### config.mk
export PLATFORM = sky130hd
export DESIGN_NAME = cursor_overlay
export DESIGN_NICKNAME = d
export VERILOG_FILES = /design/src/rtl/cursor_pkg.sv /design/src/rtl/cursor_cfg_regs.sv /design/src/rtl/cursor_bitmap.sv /design/src/rtl/cursor_blink.sv /design/src/rtl/cursor_window.sv /design/src/rtl/cursor_overlay.sv
export SDC_FILE = /design/constraint.sdc
export NUM_CORES = 1
export LEC_CHECK = 0
export ABC_CLOCK_PERIOD_IN_PS = 13880
export BUFFER_PORTS_ARGS = -buffer_cell sky130_fd_sc_hd__buf_2
export CELL_PAD_IN_SITES_DETAIL_PLACEMENT = 0
export CELL_PAD_IN_SITES_GLOBAL_PLACEMENT = 1
export CORE_MARGIN = 3
export CORE_UTILIZATION = 61
export CTS_BUF_LIST = sky130_fd_sc_hd__clkbuf_8
export DETAILED_ROUTE_END_ITERATION = 6
export MAX_ROUTING_LAYER = met4
export PLACE_DENSITY = 0.94
export REMOVE_ABC_BUFFERS = 1
export SLEW_MARGIN = 5
export SYNTH_ARGS = -nofsm -noshare
export SYNTH_HDL_FRONTEND = slang
export SYNTH_HIERARCHICAL = 1
export SYNTH_SLANG_ARGS = --single-unit
### constraint.sdc
create_clock -name clk -period 13.88 [get_ports clk]
set_input_delay 1.388 -clock clk [delete_from_list [all_inputs] [get_ports clk]]
set_output_delay 1.388 -clock clk [all_outputs]
set_load 0.02 [all_outputs]
### src/rtl/cursor_pkg.sv
// Shared sizes and the configuration record of the cursor overlay.
// Assumes the bitmap depth is a multiple of the bus width.
package cursor_pkg;
    localparam int CUR_MAX   = 32;
    localparam int X_W       = 11;
    localparam int Y_W       = 10;
    localparam int SZ_W      = $clog2(CUR_MAX + 1);
    localparam int RGB_W     = 24;
    localparam int PER_W     = 8;
    localparam int BUS_W     = 32;
    localparam int BM_DEPTH  = CUR_MAX * CUR_MAX;
    localparam int BM_AW     = $clog2(BM_DEPTH);
    localparam int BM_WORDS  = BM_DEPTH / BUS_W;
    localparam int WIDX_W    = $clog2(BM_WORDS);
    localparam int CFG_AW    = WIDX_W + 1;

    typedef enum logic [1:0] {
        REG_CTRL = 2'd0,
        REG_POS  = 2'd1,
        REG_SIZE = 2'd2,
        REG_RGB  = 2'd3
    } cfg_reg_e;

    typedef struct packed {
        logic             enable;
        logic             blink_en;
        logic [PER_W-1:0] period;
        logic [X_W-1:0]   pos_x;
        logic [Y_W-1:0]   pos_y;
        logic [SZ_W-1:0]  width;
        logic [SZ_W-1:0]  height;
        logic [RGB_W-1:0] rgb;
    } cursor_cfg_t;
endpackage

### src/rtl/cursor_cfg_regs.sv
// Configuration decoder: holds the control, position, size and colour
// registers and steers bitmap word writes to the bitmap store.
// Assumes the upper half of the address space is the bitmap.
module cursor_cfg_regs
    import cursor_pkg::*;
(
    input  logic               clk,
    input  logic               rst_n,
    input  logic               we,
    input  logic [CFG_AW-1:0]  addr,
    input  logic [BUS_W-1:0]   wdata,
    output cursor_cfg_t        cfg,
    output logic               bm_we,
    output logic [WIDX_W-1:0]  bm_widx,
    output logic [BUS_W-1:0]   bm_wdata
);
    localparam logic [SZ_W-1:0] SZ_MAX = SZ_W'(CUR_MAX);

    logic              is_bitmap;
    logic              is_reg;
    logic [1:0]        reg_idx;
    logic [SZ_W-1:0]   new_w;
    logic [SZ_W-1:0]   new_h;
    logic              unused_bits;

    // Clamp a raw size field to the largest supported cursor side.
    function automatic logic [SZ_W-1:0] clamp_size(input logic [SZ_W-1:0] v);
        return (v > SZ_MAX) ? SZ_MAX : v;
    endfunction

    // Split the address into register and bitmap spaces.
    always_comb begin
        is_bitmap = addr[CFG_AW-1];
        reg_idx   = addr[1:0];
        is_reg    = !addr[CFG_AW-1] && (addr[CFG_AW-2:2] == '0);
        new_w     = clamp_size(wdata[SZ_W-1:0]);
        new_h     = clamp_size(wdata[8+SZ_W-1:8]);
    end

    assign unused_bits = ^{wdata[BUS_W-1:26], wdata[15:14], wdata[7:SZ_W]};

    // Bitmap words go straight through to the store.
    assign bm_we    = we && is_bitmap;
    assign bm_widx  = addr[WIDX_W-1:0];
    assign bm_wdata = wdata;

    // Register file update.
    always_ff @(posedge clk) begin
        if (!rst_n) begin
            cfg <= '0;
        end else if (we && is_reg) begin
            unique case (cfg_reg_e'(reg_idx))
                REG_CTRL: begin
                    cfg.enable   <= wdata[0];
                    cfg.blink_en <= wdata[1];
                    cfg.period   <= wdata[8+PER_W-1:8];
                end
                REG_POS: begin
                    cfg.pos_x <= wdata[X_W-1:0];
                    cfg.pos_y <= wdata[16+Y_W-1:16];
                end
                REG_SIZE: begin
                    cfg.width  <= new_w;
                    cfg.height <= new_h;
                end
                REG_RGB: cfg.rgb <= wdata[RGB_W-1:0];
                default: ;
            endcase
        end
    end

    AST_SIZE_SAT: assert property (@(posedge clk) disable iff (!rst_n)
        (cfg.width <= SZ_MAX) && (cfg.height <= SZ_MAX));
endmodule

### src/rtl/cursor_bitmap.sv
// One-bit-per-pixel cursor store: word-wide writes, single-bit
// registered reads. Contents are not reset; software loads them.
module cursor_bitmap
    import cursor_pkg::*;
#(
    parameter int DEPTH = BM_DEPTH,
    parameter int WORD  = BUS_W
) (
    input  logic                     clk,
    input  logic                     rst_n,
    input  logic                     we,
    input  logic [WIDX_W-1:0]        widx,
    input  logic [WORD-1:0]          wdata,
    input  logic                     rd_en,
    input  logic [$clog2(DEPTH)-1:0] rd_addr,
    output logic                     rd_bit
);
    localparam int WORDS = DEPTH / WORD;
    localparam int WB    = $clog2(WORD);
    localparam int AW    = $clog2(DEPTH);

    logic [WORD-1:0] mem [WORDS];

    // One write port per word row.
    for (genvar w = 0; w < WORDS; w++) begin : g_word
        always_ff @(posedge clk) begin
            if (we && (widx == WIDX_W'(w)))
                mem[w] <= wdata;
        end
    end

    // Registered single-bit read; reads as 0 when not selected.
    always_ff @(posedge clk) begin
        if (!rst_n)
            rd_bit <= 1'b0;
        else if (rd_en)
            rd_bit <= mem[rd_addr[AW-1:WB]][rd_addr[WB-1:0]];
        else
            rd_bit <= 1'b0;
    end
endmodule

### src/rtl/cursor_blink.sv
// Blink timer: counts frame-start pulses and inverts visibility on
// every period-th pulse. Held shown and at count 0 while blink is off.
module cursor_blink
    import cursor_pkg::*;
#(
    parameter int PW = PER_W
) (
    input  logic          clk,
    input  logic          rst_n,
    input  logic          frame_start,
    input  logic          blink_en,
    input  logic [PW-1:0] period,
    output logic          shown
);
    logic [PW-1:0] frame_cnt;
    logic          wrap;

    // A period of 0 wraps on every pulse, like a period of 1.
    assign wrap = ({1'b0, frame_cnt} + (PW+1)'(1)) >= {1'b0, period};

    // Frame counter and visibility toggle.
    always_ff @(posedge clk) begin
        if (!rst_n || !blink_en) begin
            frame_cnt <= '0;
            shown     <= 1'b1;
        end else if (frame_start) begin
            if (wrap) begin
                frame_cnt <= '0;
                shown     <= !shown;
            end else begin
                frame_cnt <= frame_cnt + PW'(1);
            end
        end
    end

    AST_BLINK_STEADY: assert property (@(posedge clk) disable iff (!rst_n)
        !blink_en |=> shown);
    AST_BLINK_HOLD: assert property (@(posedge clk) disable iff (!rst_n)
        (blink_en && !frame_start) |=> (shown == $past(shown)));
endmodule

### src/rtl/cursor_window.sv
// Window test and bitmap addressing: flags raster positions inside the
// cursor rectangle and forms the row-major bitmap index.
// Assumes width and height never exceed the supported maximum.
module cursor_window
    import cursor_pkg::*;
(
    input  logic [X_W-1:0]   pix_x,
    input  logic [Y_W-1:0]   pix_y,
    input  logic [X_W-1:0]   pos_x,
    input  logic [Y_W-1:0]   pos_y,
    input  logic [SZ_W-1:0]  width,
    input  logic [SZ_W-1:0]  height,
    output logic             hit,
    output logic [BM_AW-1:0] addr
);
    localparam int LW = 2 * SZ_W;

    logic [X_W:0]    x_end;
    logic [Y_W:0]    y_end;
    logic            in_x;
    logic            in_y;
    logic [SZ_W-1:0] col;
    logic [SZ_W-1:0] row;
    logic [LW-1:0]   lin;

    // Bounds compare with one spare bit so the end never wraps.
    always_comb begin
        x_end = {1'b0, pos_x} + (X_W+1)'(width);
        y_end = {1'b0, pos_y} + (Y_W+1)'(height);
        in_x  = (pix_x >= pos_x) && ({1'b0, pix_x} < x_end);
        in_y  = (pix_y >= pos_y) && ({1'b0, pix_y} < y_end);
        hit   = in_x && in_y;
    end

    // Cursor-local coordinates and row-major bit index.
    always_comb begin
        col  = SZ_W'(pix_x - pos_x);
        row  = SZ_W'(pix_y - pos_y);
        lin  = LW'(row) * LW'(width) + LW'(col);
        addr = BM_AW'(lin);
    end
endmodule

### src/rtl/cursor_overlay.sv
// Cursor overlay top: stage 1 tests the window and reads the bitmap,
// stage 2 replaces the pixel with the cursor colour where drawn.
// Assumes frame_start is a single-cycle pulse per frame.
module cursor_overlay
    import cursor_pkg::*;
(
    input  logic              clk,
    input  logic              rst_n,
    input  logic              cfg_we,
    input  logic [CFG_AW-1:0] cfg_addr,
    input  logic [BUS_W-1:0]  cfg_wdata,
    input  logic              frame_start,
    input  logic              pix_valid,
    input  logic [X_W-1:0]    pix_x,
    input  logic [Y_W-1:0]    pix_y,
    input  logic [RGB_W-1:0]  pix_in,
    output logic              out_valid,
    output logic [RGB_W-1:0]  out_pix
);
    cursor_cfg_t       cfg;
    logic              bm_we;
    logic [WIDX_W-1:0] bm_widx;
    logic [BUS_W-1:0]  bm_wdata;
    logic              shown;
    logic              win_hit;
    logic [BM_AW-1:0]  win_addr;
    logic              bm_bit;
    logic              s1_valid;
    logic              s1_show;
    logic [RGB_W-1:0]  s1_pix;

    cursor_cfg_regs u_regs (
        .clk      (clk),
        .rst_n    (rst_n),
        .we       (cfg_we),
        .addr     (cfg_addr),
        .wdata    (cfg_wdata),
        .cfg      (cfg),
        .bm_we    (bm_we),
        .bm_widx  (bm_widx),
        .bm_wdata (bm_wdata)
    );

    cursor_blink #(.PW(PER_W)) u_blink (
        .clk         (clk),
        .rst_n       (rst_n),
        .frame_start (frame_start),
        .blink_en    (cfg.blink_en),
        .period      (cfg.period),
        .shown       (shown)
    );

    cursor_window u_win (
        .pix_x  (pix_x),
        .pix_y  (pix_y),
        .pos_x  (cfg.pos_x),
        .pos_y  (cfg.pos_y),
        .width  (cfg.width),
        .height (cfg.height),
        .hit    (win_hit),
        .addr   (win_addr)
    );

    cursor_bitmap #(.DEPTH(BM_DEPTH), .WORD(BUS_W)) u_bm (
        .clk     (clk),
        .rst_n   (rst_n),
        .we      (bm_we),
        .widx    (bm_widx),
        .wdata   (bm_wdata),
        .rd_en   (win_hit),
        .rd_addr (win_addr),
        .rd_bit  (bm_bit)
    );

    // Stage 1: capture strobe, underlying pixel and the draw decision.
    always_ff @(posedge clk) begin
        if (!rst_n) begin
            s1_valid <= 1'b0;
            s1_show  <= 1'b0;
            s1_pix   <= '0;
        end else begin
            s1_valid <= pix_valid;
            s1_show  <= win_hit && cfg.enable && shown;
            s1_pix   <= pix_in;
        end
    end

    // Stage 2: substitute the cursor colour where the bitmap bit is set.
    always_ff @(posedge clk) begin
        if (!rst_n) begin
            out_valid <= 1'b0;
            out_pix   <= '0;
        end else begin
            out_valid <= s1_valid;
            out_pix   <= (s1_show && bm_bit) ? cfg.rgb : s1_pix;
        end
    end

    AST_VALID_LAT: assert property (@(posedge clk) disable iff (!rst_n)
        s1_valid |=> out_valid);
    AST_DRAW_RGB: assert property (@(posedge clk) disable iff (!rst_n)
        (s1_show && bm_bit) |=> (out_pix == $past(cfg.rgb)));
    AST_CLEAR_BIT: assert property (@(posedge clk) disable iff (!rst_n)
        (s1_show && !bm_bit) |=> (out_pix == $past(s1_pix)));
    AST_PASS_OFF: assert property (@(posedge clk) disable iff (!rst_n)
        !s1_show |=> (out_pix == $past(s1_pix)));
endmodule

Word-level counts from Yosys, hierarchy flattened
Memories as Yosys holds them, arrays and structs flattened.
Cells that the tools add are included.
{"block": "op_classes", "n_reduce_logical": 86, "eq_ne": 34, "add_sub_neg": 7, "multipliers": 1, "n_mux": 163, "n_lt_le_gt_ge": 8}
{"operator": "$mux 32", "count": 31}
{"operator": "$reduce_or 32->1", "count": 31}
{"operator": "$mux 5", "count": 31}
{"operator": "$mux 1", "count": 96}
{"operator": "$eq 5x5->1 const B", "count": 16}
{"operator": "$logic_and 1x1->1", "count": 41}
{"operator": "$eq 5x4->1 const B", "count": 8}
{"operator": "$mux 24", "count": 1}
{"operator": "$eq 5x3->1 const B", "count": 4}
{"operator": "$add 11x6->12", "count": 1}
{"operator": "$gt 6x6->1 const B", "count": 2}
{"operator": "$lt 11x12->1", "count": 1}
{"operator": "$mux 6", "count": 2}
{"operator": "$reduce_and 2->1", "count": 6}
{"operator": "$sub 6x6->6", "count": 2}
{"operator": "$add 10x6->11", "count": 1}
{"operator": "$ge 11x11->1", "count": 1}
{"operator": "$lt 10x11->1", "count": 1}
{"operator": "$add 10x6->10", "count": 1}
{"operator": "$eq 5x2->1 const B", "count": 2}
{"operator": "$ge 10x10->1", "count": 1}
{"operator": "$mul 6x6->10", "count": 1}
{"operator": "$add 8x1->9 const B", "count": 1}
{"operator": "$ge 9x8->1", "count": 1}
{"operator": "other kinds (12)", "count": 16}
{"block": "word_totals", "out_inout_bits": 25, "n_memories": 1, "regBits": 128, "mem_bits_rw": 1024, "inputBits": 88}
{"memory": "u_bm.mem", "words": 32, "word_bits": 32, "read_ports": 1, "rd_ports_with_merged_regs": 0, "wr": 1, "line_no": "cursor_bitmap.sv:22", "source": "logic [WORD-1:0] mem [WORDS];"}

Longest topological paths before layout
Gate-level depths: netlist (run 1).
{"block": "depth", "word_depth": 36, "mapped_depth": 30, "ltp_nobuf": 27}

By module
The synthesis (run 1) kept the hierarchy.
{"module": "cursor_bitmap", "area_each_um2": 39434.1, "instances": 1, "seq_area_each_um2": 30769.5, "cells_each": 1799}
{"module": "cursor_window", "area_each_um2": 3074.2, "instances": 1, "seq_area_each_um2": 0.0, "cells_each": 384}
{"module": "cursor_cfg_regs", "area_each_um2": 2859.0, "instances": 1, "seq_area_each_um2": 1341.3, "cells_each": 299}
{"module": "cursor_overlay", "area_each_um2": 1755.4, "instances": 1, "seq_area_each_um2": 1021.0, "cells_each": 167}
{"module": "cursor_blink", "area_each_um2": 705.7, "instances": 1, "seq_area_each_um2": 180.2, "cells_each": 88}

Worst setup path after synthesis (run 1)
OpenSTA, ideal clock, no wires.
{"block": "synth_timing", "kind": "in2reg", "start": "in pix_y[0]", "end": "reg u_bm.rd_bit", "slack_ns": 6.048, "t_arrival_ns": 7.715, "required_time_ns": 13.763, "setup_time_ns": 0.117, "path_stages": 29, "n_path_buf": 3, "cell_sequence": "inv_1 > ha_1 > fa_1 > nor2b_1 > o22ai_2 > xnor2_1 > and2_1 > fa_1 > inv_1 > fa_1 > inv_1 > fa_1 > fa_1 > ha_1 > nand3_1 > o211ai_1 > nor4_1 > nor3_1 > xnor3_1 > clkbuf_1 > inv_2 > buf_2 > buf_1 > o221ai_1 > a21oi_1 > o211ai_1 > nand4_1 > o2111ai_1 > a32o_1"}
{"block": "synth_between", "elab_chain_len": 6, "elab_cells_between_ends": 11, "cone_classes": "add/sub: 2; mul: 1; order compare: 2; mux: 2; reduce/logical: 3; memory: 1"}
{"item": "from (decl)", "line_no": "cursor_overlay.sv:15", "source": "input logic [Y_W-1:0] pix_y,"}
{"item": "$sub 6x6->6", "line_no": "cursor_window.sv:38", "source": "row = SZ_W'(pix_y - pos_y);"}
{"item": "$mul 6x6->10", "line_no": "cursor_window.sv:39", "source": "lin = LW'(row) * LW'(width) + LW'(col);"}
{"item": "$add 10x6->10", "line_no": "cursor_window.sv:39"}
{"item": "named net win_addr[9]", "line_no": "cursor_overlay.sv:26", "source": "logic [BM_AW-1:0] win_addr;"}
{"item": "$mem_v2 32x32"}
{"item": "$bmux 1 s5", "line_no": "cursor_bitmap.sv:37", "source": "rd_bit <= mem[rd_addr[AW-1:WB]][rd_addr[WB-1:0]];"}
{"item": "$mux 1 (not written as such)", "line_no": "cursor_bitmap.sv:37"}
{"item": "to (signal assigned)", "line_no": "cursor_bitmap.sv:37"}
{"item": "to (decl)", "line_no": "cursor_bitmap.sv:16", "source": "output logic rd_bit"}
The timed path passes the listed nets, and every way through them passes these cells. The select of a mux whose other input is x is not followed.
A chain may end at the register's enable or synchronous reset.

Worst setup path after layout (run 1)
Ends and elaborated chain as after synthesis.

==> flow_summary.toml, run 1 <==
[outcome]
status = "complete, no violations"

[synthesis]
async_reset_ff_frac = 0
synth_xor_xnor_area_share = 0.006331
yosys_most_used_dff = "edfxtp_1"
ys_top_cells_by_count = "edfxtp_1 (1024), mux4_2 (213), nand2_1 (189)"
syn_area_um2 = 47830
synthCells = 2737
synth.most_common_cell = "edfxtp_1"
synth_area_leaders = "edfxtp_1 (64%), mux4_2 (10%), dfxtp_1 (5.4%)"
syn_avg_cell_area_um2 = 17.47
ys_types = 84
synthMuxAreaShare = 0.1391
ys_warn_count = 6
synth_top_area_frac = 0.6429
synth_top_area_cell = "edfxtp_1"
ys_seq_area_frac = 0.6965
yosys_register_bits = 1152
synth_top_family_by_area = "multiplexers"
synthAdderAreaFrac = 0.03160
synth_edf_count = 1024
synthSimpleGateAreaFrac = 0.05208
synth_compound_area_frac = 0.04630

[place]
dp.cells = 3774
pre_cts_slack_ps = 4123
place.gp.congestion = 0.8947
placed_area_um2 = 49350
io_buffers = 112
hpwl_um = 68640

[critical_path]
crit_slowest_cell = "nand2_1"
crit_cells = 27
crit_family = "adder cells"
rr_endpoint = "u_bm/rd_bit"
endpoint_kind = "register"
cp.arrival_ps = 9780
timing.critical_path.buf_inv = 5
max_stage_delay_ps = 1010
cp_max_fo = 48
critPathKind = "input pin to register"
worstSetupStartpointType = "input pin"
crit_top_cell = "fa_1"
crit_required_ps = 14630
worst-r2r-cell-count = 26
regToRegStartpoint = "u_regs/cfg[37]"
rrSetupSlack_ps = 4970

[drt]
wirelength_um = 121300
wl_per_cell_um = 29.71
first_pass_iters = 5
dr_total_vias = 27240
drc = 0
routed_via_density = 6.672
final_antenna_net_count = 0
drtIter0Drc = 3522

[sta]
fin_crit_sh = 0.6512
finalHoldViolations = 0
finalClockSkew_ps = 27.90
max_freq_mhz = 110.6
timing.setup.tns_ps = 0
final.setup.worst_slack_ps = 4841
drv_slew = 0
rsz0062_at_grt = "false"
worst_pin_slew_ps = 1343
relSlewSlack = 0.1026
setup_viol = 0
fin_crit_ps = 9039

[die]
die_width_um = 286.0
die_area_um2 = 81800
start_util = 0.6164
die-height_um = 286.0
ios = 113
rows = 102
core_um2 = 77590

[clocking]
cts_buffers = 173
clk_latency_ps = 800
ctsLongestPathBuffers = 3
tritoncts = "built"
cts_root_buffer = "clkbuf_8"
hold_buffers = 0
clock_sinks = 1152
htreeDepth = 4
post_cts_buffers = 0
clk_pin_slew_ps = 60
cts_resized = 0

[power_and_ir_drop]
p_per_area_nw_per_um2 = 129.4
leakagePower_nw = 17.99
vdd_drop_max_mv = 0.07825

[min_path]
hp-class = "register to register"
whs_path_depth = 2
hp-start = "s1_pix[2]"
min_to = "out_pix[2]"

[global_routing]
grt_pass1_wl_um = 177300
grt_pass1_vias = 27520
antenna_found_initial = 7
grt.total_usage = 0.3077
grt_max_degree = 137
overflow = 0

[final_layout]
fin_area_um2 = 52590
drive_above_1_share = 0.2227
syn2layout_area_growth_pct = 9.946
final_net_count = 3104
fin_cells = 4083

[flow_run]
maxCapViolations = 0
-- state kept, by name (all words and copies together) (netlist names) --
name               flops
out_pix               24
out_valid              1
s1_pix                24
s1_show                1
s1_valid               1
u_blink/frame_cnt      8
u_blink/shown          1
u_bm/mem            1024
u_bm/rd_bit            1
u_regs/cfg            67
-- per-stage QoR --
stage	util	hold slack, ps	total power [mW]
2_1_floorplan	-	411.8	4.319
5_1_grt	0.6777	446.5	7.014
3_3_place_gp	0.6361	417.5	4.271
3_5_place_dp	0.6361	420.1	4.287
6_report	0.6777	429.3	6.806
4_1_cts	0.6775	435.4	6.831
-- worst max path at each step --
| stage | from | end | slack (ps) |
|---|---|---|---|
| global route | pix_y[0] | u_bm/rd_bit | 4590 |
| detailed placement | pix_y[0] | u_bm/rd_bit | 4120 |
| CTS | pix_y[0] | u_bm/rd_bit | 4970 |
| floorplan | pix_y[0] | u_bm/rd_bit | -16680 |
| finish | pix_y[0] | u_bm/rd_bit | 4840 |
| global placement | pix_y[0] | u_bm/rd_bit | 4180 |
-- metal layers --
metal	vias up	GRT usage	part of all wire
met1	13810	0.4014	0.35
met4	0	0.1242	0.040
met3	331	0.08542	0.13
met2	1862	0.4644	0.48
met5	-	-	0
li1	11240	-	-
-- worst min-delay path, delay by kind of cell, from the launching register on --
kind	cells	cell delay, ps
flops	1	290
compound gates	1	50
simple gates	1	50
-- power breakdown --
group / internal, mW / switching [mW]
clock network: 1.32 / 1.27
registers: 3.80 / 0.00796
logic: 0.167 / 0.241
total: 5.29 / 1.52
-- final cells by class --
class / count / area (um^2)
Antenna cell: 7 / 17.52
Clock buffer: 180 / 2477
Clock inverter: 122 / 735.7
Fill cell: 4833 / 25010
Inverter: 71 / 266.5
Multi-Input combinational cell: 1342 / 13450
Sequential cell: 1152 / 33310
Tap cell: 1040 / 1301
Timing Repair Buffer: 169 / 1028
-- cells in the final DEF (no fill, tap or decap), types with 54 or more instances in the layout --
cell      count
dfxtp_1     128
nand2_1     189
edfxtp_1   1024
buf_2       111
mux2i_1     172
mux4_2      213
ha_1         84
buf_4        55
clkbuf_8    180
inv_1       124
a21oi_1      54
-- cells by family (layout without fill, tap and decap cells) --
family / count (synthesis) / after routing
AOI/OAI and AO/OA: 311 / 311
xor gates and xnor gates: 33 / 33
adders and majority gates: 107 / 107
buffers and inverters: 243 / 542
DFF: 1152 / 1152
muxes: 393 / 393
other: 0 / 7
and+or+nand+nor: 498 / 498
Note: power is estimated with default switching activity, not from simulation.
==> run 2, diff against run 1 <==
Settings changed: ABC_CLOCK_PERIOD_IN_PS 13880 to 9300, CORE_UTILIZATION 61 to 56, PLACE_DENSITY 0.94 to 0.88.
Clock period 13.88 ns to 9.3 ns, I/O delays scaled along.
==> flow_summary.toml, run 2 (synthesis results as in run 1) <==
[critical_path]
regToRegStartpoint = "u_regs/cfg[37]"
timing.critical_path.buf_inv = 5
rrSetupSlack_ps = 1370
crit_required_ps = 10070
worst-r2r-cell-count = 28
endpoint_kind = "register"
worstSetupStartpointType = "register"
critPathKind = "register to register"
cp_max_fo = 34
cp.arrival_ps = 8690
startpoint = "u_regs/cfg[37]"
rr_endpoint = "u_bm/rd_bit"
crit_family = "adder cells"
crit_top_cell = "fa_1"
crit_slowest_cell = "dfxtp_1"
max_stage_delay_ps = 570

[clocking]
cts_resized = 0
post_cts_buffers = 0
htreeDepth = 4
clock_sinks = 1152
clk_pin_slew_ps = 60
tritoncts = "built"
cts_root_buffer = "clkbuf_8"
clk_latency_ps = 820
ctsLongestPathBuffers = 3
hold_buffers = 0
cts_buffers = 174

[final_layout]
largest-register = "u_bm/mem"
drive_above_1_share = 0.2298
largest_reg_flops = 1024
multiInputGateArea_um2 = 13450
top_regs = "u_bm/mem (1024), u_regs/cfg (67)"
seqCellArea_um2 = 33310
final_core_util = 0.6297
fillerInstances = 5748
final_net_count = 3125
mostFrequentLayoutCells = "edfxtp_1 (1024), mux4_2 (213), nand2_1 (189)"
syn2layout_area_growth_pct = 10.71
layout_commonest_cell = "edfxtp_1"

[die]
die-height_um = 298.2
die_area_um2 = 88950
ios = 113
start_util = 0.5688
die_width_um = 298.2
core_um2 = 84090
rows = 106

[global_routing]
grt_pass1_wl_um = 178500
overflow = 0
grt_max_degree = 104
antenna_found_initial = 7
grt_pass1_vias = 27170
grt.total_usage = 0.2845

[sta]
holdWs_ps = 312.1
worst_pin_slew_ps = 1135
timing.setup.tns_ps = 0
fin_crit_sh = 0.8522
drv_slew = 0
relSlewSlack = 0.2415
setup_viol = 0
rsz0062_at_grt = "false"
fin_crit_ps = 7926
finalClockSkew_ps = 45.53
max_freq_mhz = 126.2
finalHoldViolations = 0

[drt]
wl_per_cell_um = 29.08
final_antenna_net_count = 0
wirelength_um = 122100
first_pass_iters = 5
drc = 0
routed_via_density = 6.416
dr_total_vias = 26940
drtIter0Drc = 3522

[place]
place.gp.congestion = 0.8571
hpwl_um = 70870
io_buffers = 112

[power_and_ir_drop]
leakagePower_nw = 18.11
p_per_area_nw_per_um2 = 192.0
vdd_drop_max_mv = 0.1424

[min_path]
min_to = "s1_pix[18]"
hp-start = "pix_in[18]"
hp-class = "input pin to register"
whs_path_depth = 2

[flow_run]
maxCapViolations = 0

[outcome]
status = "complete, no violations"
## run 2: changes by cell type in the layout (fill, tap and decap cells not counted), sizes merged
cell,change
clkinvlp,+2
bufinv,-3
buf,+20
clkinv,+8
diode,-1
inv,-4
## run 2: layout make-up
class,instances,area share
repair buffers,189,0.02368
clock buffers,180,0.04679
well taps,1134,0.02680
clock inverters,125,0.01434
diodes,6,0.0002836
flip-flops and latches,1152,0.6291
multi-input cells,1342,0.2540
inverters,71,0.005033
## run 2: routing by layer
metal	routed length [um]	global-route usage
met3	14590	0.06238
met5	0	-
met2	58290	0.4387
met1	45170	0.3796
met4	4053	0.09892
## run 2: how the worst max path moves through the flow
| stage | endpoint | slack [ps] | cells past startpoint |
|---|---|---|---|
| finish | u_bm/rd_bit | 1370 | 28 |
| global placement | u_bm/rd_bit | 1100 | 27 |
| detailed placement | u_bm/rd_bit | 1020 | 28 |
| CTS | u_bm/rd_bit | 1460 | 27 |
| floorplan | u_bm/rd_bit | -20800 | 22 |
| global route | u_bm/rd_bit | 920 | 27 |
## run 2: where the power goes
part | total (mW) | internal, mW | switching [mW]
clock network | 3.85 | 1.91 | 1.94
registers | 5.68 | 5.67 | 0.0114
logic | 0.637 | 0.264 | 0.373
## run 2: per-stage QoR
| stage | setup WS [ps] | total power [mW] | cell area (um^2) | cells |
|---|---|---|---|---|
| 2_1_floorplan | -20800 | 6.446 | 46750 | 2565 |
| 3_3_place_gp | 1098 | 6.410 | 49700 | 3888 |
| 3_5_place_dp | 1024 | 6.428 | 49700 | 3888 |
| 4_1_cts | 1461 | 10.23 | 52930 | 4193 |
| 5_1_grt | 916.0 | 10.50 | 52950 | 4199 |
| 6_report | 1374 | 10.17 | 52950 | 4199 |
